**config.mk**
```make
export PLATFORM = sky130hd
export DESIGN_NAME = irq_vector_ctrl
export DESIGN_NICKNAME = d
export VERILOG_FILES = /design/src/rtl/irq_pkg.sv /design/src/rtl/irq_edge_sync.sv /design/src/rtl/irq_prio_pick.sv /design/src/rtl/irq_vector_ctrl.sv
export SDC_FILE = /design/constraint.sdc
export NUM_CORES = 1
export LEC_CHECK = 0
export CAP_MARGIN = 20
export CORE_MARGIN = 4
export CORE_UTILIZATION = 46
export CTS_CLUSTER_DIAMETER = 30
export CTS_CLUSTER_SIZE = 28
export DETAILED_ROUTE_END_ITERATION = 12
export HOLD_SLACK_MARGIN = 0.08
export PLACE_DENSITY = 0.89
export SETUP_SLACK_MARGIN = 0.5
export SYNTH_ARGS = -nofsm -noshare
export SYNTH_HDL_FRONTEND = slang
export SYNTH_SLANG_ARGS = --single-unit
```
**constraint.sdc**
```tcl
create_clock -name clk -period 2.03 [get_ports clk]
set_input_delay 0.406 -clock clk [delete_from_list [all_inputs] [get_ports clk]]
set_output_delay 0.406 -clock clk [all_outputs]
set_load 0.05 [all_outputs]
```
**src/rtl/irq_pkg.sv**
```systemverilog
`timescale 1ns/1ps
package irq_pkg;
  localparam int NSRC = 4;
  localparam int IDXW = $clog2(NSRC);
  localparam int AW   = 8;

  // Vector spacing of four words starting at 0x04, in priority order.
  function automatic logic [AW-1:0] vec_of(input logic [IDXW-1:0] idx);
    return AW'({idx, 2'b00}) + AW'(4);
  endfunction
endpackage

```
**src/rtl/irq_edge_sync.sv**
```systemverilog
`timescale 1ns/1ps
module irq_edge_sync #(
  parameter int STAGES = 2
) (
  input  logic clk,
  input  logic rst,
  input  logic pin_n,
  output logic fall
);
  // sr[STAGES-1] is the synchronized level, sr[STAGES] its previous value.
  logic [STAGES:0] sr;

  always_ff @(posedge clk) begin
    if (rst) sr <= '1;
    else     sr <= {sr[STAGES-1:0], pin_n};
  end

  assign fall = sr[STAGES] & ~sr[STAGES-1];
endmodule

```
**src/rtl/irq_prio_pick.sv**
```systemverilog
`timescale 1ns/1ps
module irq_prio_pick #(
  parameter int N = 4,
  localparam int IW = $clog2(N)
) (
  input  logic [N-1:0]  req,
  output logic [N-1:0]  grant,
  output logic          any,
  output logic [IW-1:0] idx
);
  always_comb begin
    grant = '0;
    idx   = '0;
    any   = 1'b0;
    for (int i = 0; i < N; i++) begin
      if (req[i] && !any) begin
        grant[i] = 1'b1;
        idx      = IW'(i);
        any      = 1'b1;
      end
    end
  end

  always_comb begin
    assert_grant_onehot_R3: assert ($onehot0(grant));
  end
endmodule

```
**src/rtl/irq_vector_ctrl.sv**
```systemverilog
`timescale 1ns/1ps
module irq_vector_ctrl
  import irq_pkg::*;
#(
  parameter int SYNC_STAGES = 2
) (
  input  logic          clk,
  input  logic          rst,
  input  logic          reg_wr_en,
  input  logic          reg_sel,
  input  logic [6:0]    reg_wdata,
  output logic [7:0]    reg_rdata,
  input  logic          ext0_n,
  input  logic          ext1_n,
  input  logic          tmr_ovf,
  input  logic          cnv_ovf_a,
  input  logic          cnv_ovf_b,
  input  logic          svc_tick,
  input  logic          stack_full,
  output logic          vec_call,
  output logic [AW-1:0] vec_addr,
  input  logic          vec_ack,
  input  logic          reti,
  input  logic          ret_plain
);
  // Source index order is priority order: 0 ext0, 1 ext1, 2 timer, 3 converter.
  logic [NSRC-1:0] flag_q, flag_d, en_q, en_d, hw_set, req, grant;
  logic            mem_q, mem_d, busy_q, any_req, launch, ack_hit, wr0, wr1;
  logic [IDXW-1:0] src_q, pick;
  logic [1:0]      ext_n, ext_fall;

  assign ext_n = {ext1_n, ext0_n};

  for (genvar g = 0; g < 2; g++) begin : g_ext
    irq_edge_sync #(.STAGES(SYNC_STAGES)) sync_i (
      .clk(clk), .rst(rst), .pin_n(ext_n[g]), .fall(ext_fall[g])
    );
  end

  assign hw_set  = {cnv_ovf_a | cnv_ovf_b, tmr_ovf, ext_fall};
  assign wr0     = reg_wr_en & ~reg_sel;
  assign wr1     = reg_wr_en &  reg_sel;
  assign ack_hit = vec_ack & busy_q;
  assign req     = flag_q & en_q;

  irq_prio_pick #(.N(NSRC)) pick_i (
    .req(req), .grant(grant), .any(any_req), .idx(pick)
  );

  assign launch = svc_tick & mem_q & ~stack_full & ~busy_q & any_req;

  always_comb begin
    flag_d = flag_q;
    en_d   = en_q;
    if (wr0) begin
      en_d[2:0]   = reg_wdata[3:1];
      flag_d[2:0] = reg_wdata[6:4];
    end
    if (wr1) begin
      en_d[3]   = reg_wdata[0];
      flag_d[3] = reg_wdata[4];
    end
    if (ack_hit) flag_d[src_q] = 1'b0;
    flag_d = flag_d | hw_set;         // hardware set wins
  end

  always_comb begin
    if (ack_hit)   mem_d = 1'b0;
    else if (reti) mem_d = 1'b1;
    else if (wr0)  mem_d = reg_wdata[0];
    else           mem_d = mem_q;
  end

  always_ff @(posedge clk) begin
    if (rst) begin
      flag_q   <= '0;
      en_q     <= '0;
      mem_q    <= 1'b0;
      busy_q   <= 1'b0;
      src_q    <= '0;
      vec_call <= 1'b0;
      vec_addr <= '0;
    end else begin
      flag_q   <= flag_d;
      en_q     <= en_d;
      mem_q    <= mem_d;
      vec_call <= launch;
      if (launch) begin
        busy_q   <= 1'b1;
        src_q    <= pick;
        vec_addr <= vec_of(pick);
      end else if (ack_hit) begin
        busy_q <= 1'b0;
      end
    end
  end

  always_comb begin
    if (!reg_sel) reg_rdata = {1'b0, flag_q[2:0], en_q[2:0], mem_q};
    else          reg_rdata = {3'b000, flag_q[3], 3'b000, en_q[3]};
  end

  assert_call_gated_R4: assert property (@(posedge clk) disable iff (rst)
    vec_call |-> ($past(mem_q) && !$past(stack_full)));
  assert_call_on_tick_R5: assert property (@(posedge clk) disable iff (rst)
    vec_call |-> $past(svc_tick));
  assert_ack_clears_mem_R6: assert property (@(posedge clk) disable iff (rst)
    ack_hit |=> !mem_q);
  assert_reti_sets_mem_R7: assert property (@(posedge clk) disable iff (rst)
    (reti && !ack_hit) |=> mem_q);
  assert_plain_ret_keeps_R7: assert property (@(posedge clk) disable iff (rst)
    (ret_plain && !reti && !ack_hit && !wr0) |=> $stable(mem_q));
  assert_hw_set_wins_R10: assert property (@(posedge clk) disable iff (rst)
    (|hw_set) |=> ((flag_q & $past(hw_set)) == $past(hw_set)));
  assert_single_strobe_R11: assert property (@(posedge clk) disable iff (rst)
    vec_call |=> !vec_call);
endmodule

```
* After elaboration in Yosys (flattened, before gate mapping)
Index checks and enable logic that the tools add are counted. Widths: inputs -> output; s select.
Storage, ports and cells: register bits after elaboration 27, input port bits 21, output and inout port bits 17, logic and storage cells 59
Cells by class: add/subtract/negate cells 1, order comparisons 2, multiplexer cells 17, bitwise logic cells 19, reduce and logical (&&, ||, !) cells 10
Operator list (number):
- $mux 1 | 11
- $and 1x1->1 | 9
- $and 4x4->4 | 2
- $mux 7 | 1
- $add 4x3->5 const B | 1
- $not 1->1 | 5
- $logic_and 1x1->1 | 4
- $mux 2 | 2
- $mux 4 | 1
- $not 4->4 | 1
- $or 4x4->4 | 1
- $reduce_bool 2->1 | 2
- $logic_not 1->1 | 3
- $lt 2x3->1 const B | 1
- $mux 3 | 1
- $demux 1 s2 | 1
- $ge 2x1->1 const B | 1
- $reduce_or 2->1 | 1
- $or 1x1->1 | 1

* Logic depth before layout (Yosys ltp)
depth in word-level cells 13, mapped depth 5, gate-level depth less buffers 4

* Hierarchy
From an unflattened synthesis, not the netlist that was laid out.
Second synthesis, totals: cells, all modules 123, area total of the unflattened synthesis 1087.3 um^2
By module, submodules not included:
- irq_vector_ctrl | times used 1, cells each 98, area an instance 855.8 um^2
- irq_edge_sync | times used 2, cells each 7, area an instance 85.1 um^2
- irq_prio_pick | times used 1, cells each 11, area an instance 61.3 um^2

* Worst setup path before layout
Ideal clock, no wire load.
path kind input port to output port, start point input port reg_sel, end point output port reg_rdata[1], data arrival time 1253 ps, required time 1624 ps, path slack 371 ps, stages 2, path buffers 1, cell sequence buf_4 -> nor2b_1
On the way: longest elaborated chain between the ends 1
Ends and longest elaborated chain:
- from (decl) | line irq_vector_ctrl.sv:10 | input logic reg_sel,
- $mux 7 | line irq_vector_ctrl.sv:99 | if (!reg_sel) reg_rdata = {1'b0, flag_q[2:0], en_q[2:0], mem_q};
- to (decl) | line irq_vector_ctrl.sv:12 | output logic [7:0] reg_rdata,
No other way between the ends.

* Final worst setup path
start point input port reg_wr_en, end point register flag_q[0]
On the way: longest elaborated chain between the ends 5
Ends and longest elaborated chain:
- from (decl) | line irq_vector_ctrl.sv:9 | input logic reg_wr_en,
- $and 1x1->1 * | line irq_vector_ctrl.sv:41 | assign wr0 = reg_wr_en & ~reg_sel;
- $mux 3 * | line irq_vector_ctrl.sv:55 | if (wr0) begin
- $and 4x4->4 (no source line)
- $mux 4 * | line irq_vector_ctrl.sv:63 | if (ack_hit) flag_d[src_q] = 1'b0;
- $or 4x4->4 * | line irq_vector_ctrl.sv:64 | flag_d = flag_d | hw_set;
- to (signal assigned) | line irq_vector_ctrl.sv:84 | flag_q <= flag_d;
- to (decl) | line irq_vector_ctrl.sv:27 | logic [NSRC-1:0] flag_q, flag_d, en_q, en_d, hw_set, req, grant;
Every way passes the cells marked *; elsewhere a longest branch is shown, timed or not. A chain may end at the register's enable or synchronous reset.

==> results by group <==
Detailed routing
  • Number of iterations in the first detailed-routing pass: 4
  • DRC marker count from the first detailed-route iteration: 26
  • Wire length reported by the detailed router: 2.41 mm
  • Vias after detailed routing: 923
  • Detailed-route DRC error count: 0
  • Detail Route Antenna Nets: 0
  • Wirelength per Cell: 13.7 µm
  • Detail-routed via count per cell: 5.24

Global routing
  • Residual overflow from global routing: 0
  • Met2 track demand over resource: 0.329
  • Global routing usage on met1: 0.186
  • First-pass GRT wire length: 3.68 mm
  • Met3 global-route usage: 0.0322
  • Via count of the first global-routing pass: 870
  • Grt peak-use layer: met2
  • Pin count of the biggest net entering global routing: 15
  • Total Routing Usage GR: 0.169
  • Initial antenna violation count: 0

Layout
  • Final-stage net count: 171
  • Count of fill cells added during filler insertion: 150
  • Area of all placed cells without fillers: 0.00147 mm²
  • Share of post-route cells with drive strength above 1: 0.322
  • Number of antenna cells inserted: 0
  • Synthesis-to-layout area growth: 44.4%

Synth
  • Sequential area share after synthesis: 0.433
  • Count of yosys warnings during synthesis: 0
  • Syn avg cell area: 8.69 µm²
  • Number of instances in the synthesized netlist: 117
  • Number of flip-flops and latches in the synthesized netlist: 22
  • Number of distinct standard cells referenced by the synthesized netlist: 32
  • Proportion of synthesized flip-flops having asynchronous set or reset: 0
  • Most used flip-flop cell after synthesis: dfxtp_1
  • EDFF count, synth: 0
  • Summed instance area of the synthesized netlist: 0.00102 mm²

STA
  • Total setup violations reported at the end of the flow: 0
  • Worst Hold Margin: 412 ps
  • Unrepaired setup endpoints after global routing: true
  • Post-route fraction of the period consumed by the critical path: 0.749
  • Clock Skew: 1.81 ps
  • Setup TNS: 0 ps
  • Time the final worst path needs with I/O delays and setup: 1520 ps
  • Final-report hold violation count: 0
  • Highest attainable clock frequency: 657 MHz
  • Final max-slew violation count: 0

Worst setup path
  • Crit path launch type: primary input
  • Startpoint of the worst-slack reg-to-reg timing path: busy_q$_SDFFE_PP0P_
  • Critical Path Fanout Max: 6
  • Worst Path Required: 2260 ps
  • Classification of the worst setup path: primary input to flip-flop
  • Kind of end point of the critical path: flip-flop
  • Launching element of the worst setup path: reg_wr_en
  • Slowest cell delay on critical path: 520 ps
  • Cell with the largest stage delay on the worst path: clkdlybuf4s50_1
  • Critical Path AT: 1750 ps
  • Total buffers and inverters traversed by the critical path: 1
  • Largest delay share family, worst path: simple AND/OR/NAND/NOR gates
  • Register-to-register path setup slack: 750 ps
  • Sequence of cells on the critical path: clkdlybuf4s50_1, and2b_2, nor2_1, or3_1, a21oi_1

Clock tree
  • TritonCTS Sinks: 22
  • CTS H-Tree Depth: 1
  • Skew-Pair Late Insertion Delay: 300 ps
  • CTS clock-pin slew for the worst setup and hold paths: 120 ps
  • Clock root buffer: clkbuf_4
  • CTS tree: built
  • Number of buffers inserted by post-CTS setup repair: 0
  • Number of buffers created by CTS: 3
  • Worst-case clock buffer depth: 2
  • Number of buffers added to fix hold violations after cts: 0

Power and ir drop
  • Worst ir drop on vdd: 488 µV
  • Power per unit of standard cell area: 674 mW/mm²
  • Pleak: 0.559 nW

Hold path
  • Class of the tightest hold or removal check: primary input to flip-flop
  • Beginning of the worst hold path: reg_sel

Floorplan
  • Starting density of the core: 0.503
  • Total Die Area: 0.00303 mm²
  • Placeable core region: 0.00202 mm²
  • Die Span X: 55.0 µm
  • Floorplan die height: 55.0 µm
  • I/O pins: 38
  • Site row count: 16

Place
  • Instance area at placement: 0.00137 mm²
  • HPWL after detailed placement: 1.71 mm
  • IO buf count: 30
  • Routability cong.: 0.832

Run
  • Max-cap viol count: 0

Outcome
  • Status: finished, final reports clean
==> per-stage QoR <==
| step | instances | total power [mW] | utilization | setup WS (ps) |
|---|---|---|---|---|
| CTS | 176 | 0.982 | 0.710 | 477 |
| global placement | 172 | 0.649 | 0.676 | 75.9 |
| global route | 176 | 1.02 | 0.726 | 474 |
| detailed placement | 172 | 0.653 | 0.676 | 55.8 |
| finish | 176 | 0.990 | 0.726 | 509 |
| floorplan | 122 | 0.586 | - | 371 |
==> worst reg2reg max path, cell delays in order, from the launching register on <==
cell	delay [ps]
dfxtp_1	380
nand4bb_4	260
buf_4	190
a21oi_1	150
nor2_1	80
nor3_1	150
==> synthesized netlist by cell type, types with 2 or more instances <==
cell type   n  area share
dfxtp_1    22        0.43
a21oi_1    16       0.079
nand2_1    14       0.052
nor2_1     12       0.044
buf_4       8       0.059
or2_2       6       0.037
nor2b_1     5       0.031
nand2b_1    3       0.018
nor3_1      3       0.015
clkbuf_1    2      0.0074
mux2_2      2       0.022
mux2i_1     2       0.020
nand3_1     2      0.0098
o21ai_0     2      0.0098
==> layer usage <==
layer / up-vias / wire length, µm
met4: 0 / 12
li1: 449 / -
met1: 429 / 965
met5: - / 0
met3: 2 / 169
met2: 43 / 1260
==> layout make-up <==
class / count / area (µm²) / share of cell area
multi-input combinational: 88 / 543 / 0.370
sequential: 22 / 453 / 0.308
timing repair buffer: 34 / 383 / 0.261
tap: 27 / 33.8 / 0.0230
clock inverter: 1 / 30.0 / 0.0204
clock buffer: 3 / 22.5 / 0.0153
inverter: 1 / 3.75 / 0.00256
==> kinds of logic after synthesis <==
logic type,count (synthesis),synth area share
buffers and inverters,12,0.0812
other,1,0.00369
AO/OA/AOI/OAI,24,0.150
multiplexers,5,0.0529
AND/OR/NAND/NOR,53,0.279
flip-flops,22,0.433
==> cells in the final DEF (no fill, tap or decap), drive strengths merged, types with 2 or more instances in the layout <==
cell type       n
dfxtp          22
nor3            3
clkbuf          3
a21oi          16
nor2           12
o21ai           2
buf            12
or2             6
mux2            3
nand3           2
nand2b          3
clkdlybuf4s50  18
nor2b           6
conb            6
mux2i           2
clkdlybuf4s15   4
nand2          14
==> sequential cells by signal (all words and copies together), names as in the netlist <==
| signal | count |
|---|---|
| g_ext.sync_i.sr | 6 |
| mem_q | 1 |
| src_q | 2 |
| flag_q | 4 |
| vec_addr | 3 |
| vec_call | 1 |
| busy_q | 1 |
| en_q | 4 |
==> power by group <==
group | internal (mW) | switching, mW
logic | 0.0884 | 0.102
registers | 0.451 | 0.0163
clock network | 0.199 | 0.133
total | 0.739 | 0.251
==> repair_timing <==
action,in CTS,in global routing
setup endpoints to repair,17,11
cloned,0,0
gates resized for setup,22,13
==> path summary, 6_finish.rpt <==
kind / to / cells past startpoint
min: en_q[3]$_SDFFE_PP0P_ / 3
max: flag_q[0]$_SDFF_PP0_ / 5
min reg2reg: g_ext[0].sync_i.sr[1]$_SDFF_PP1_ / 1
max reg2reg: src_q[1]$_SDFFE_PP0P_ / 5
Note: power is estimated with default switching activity, not from simulation.
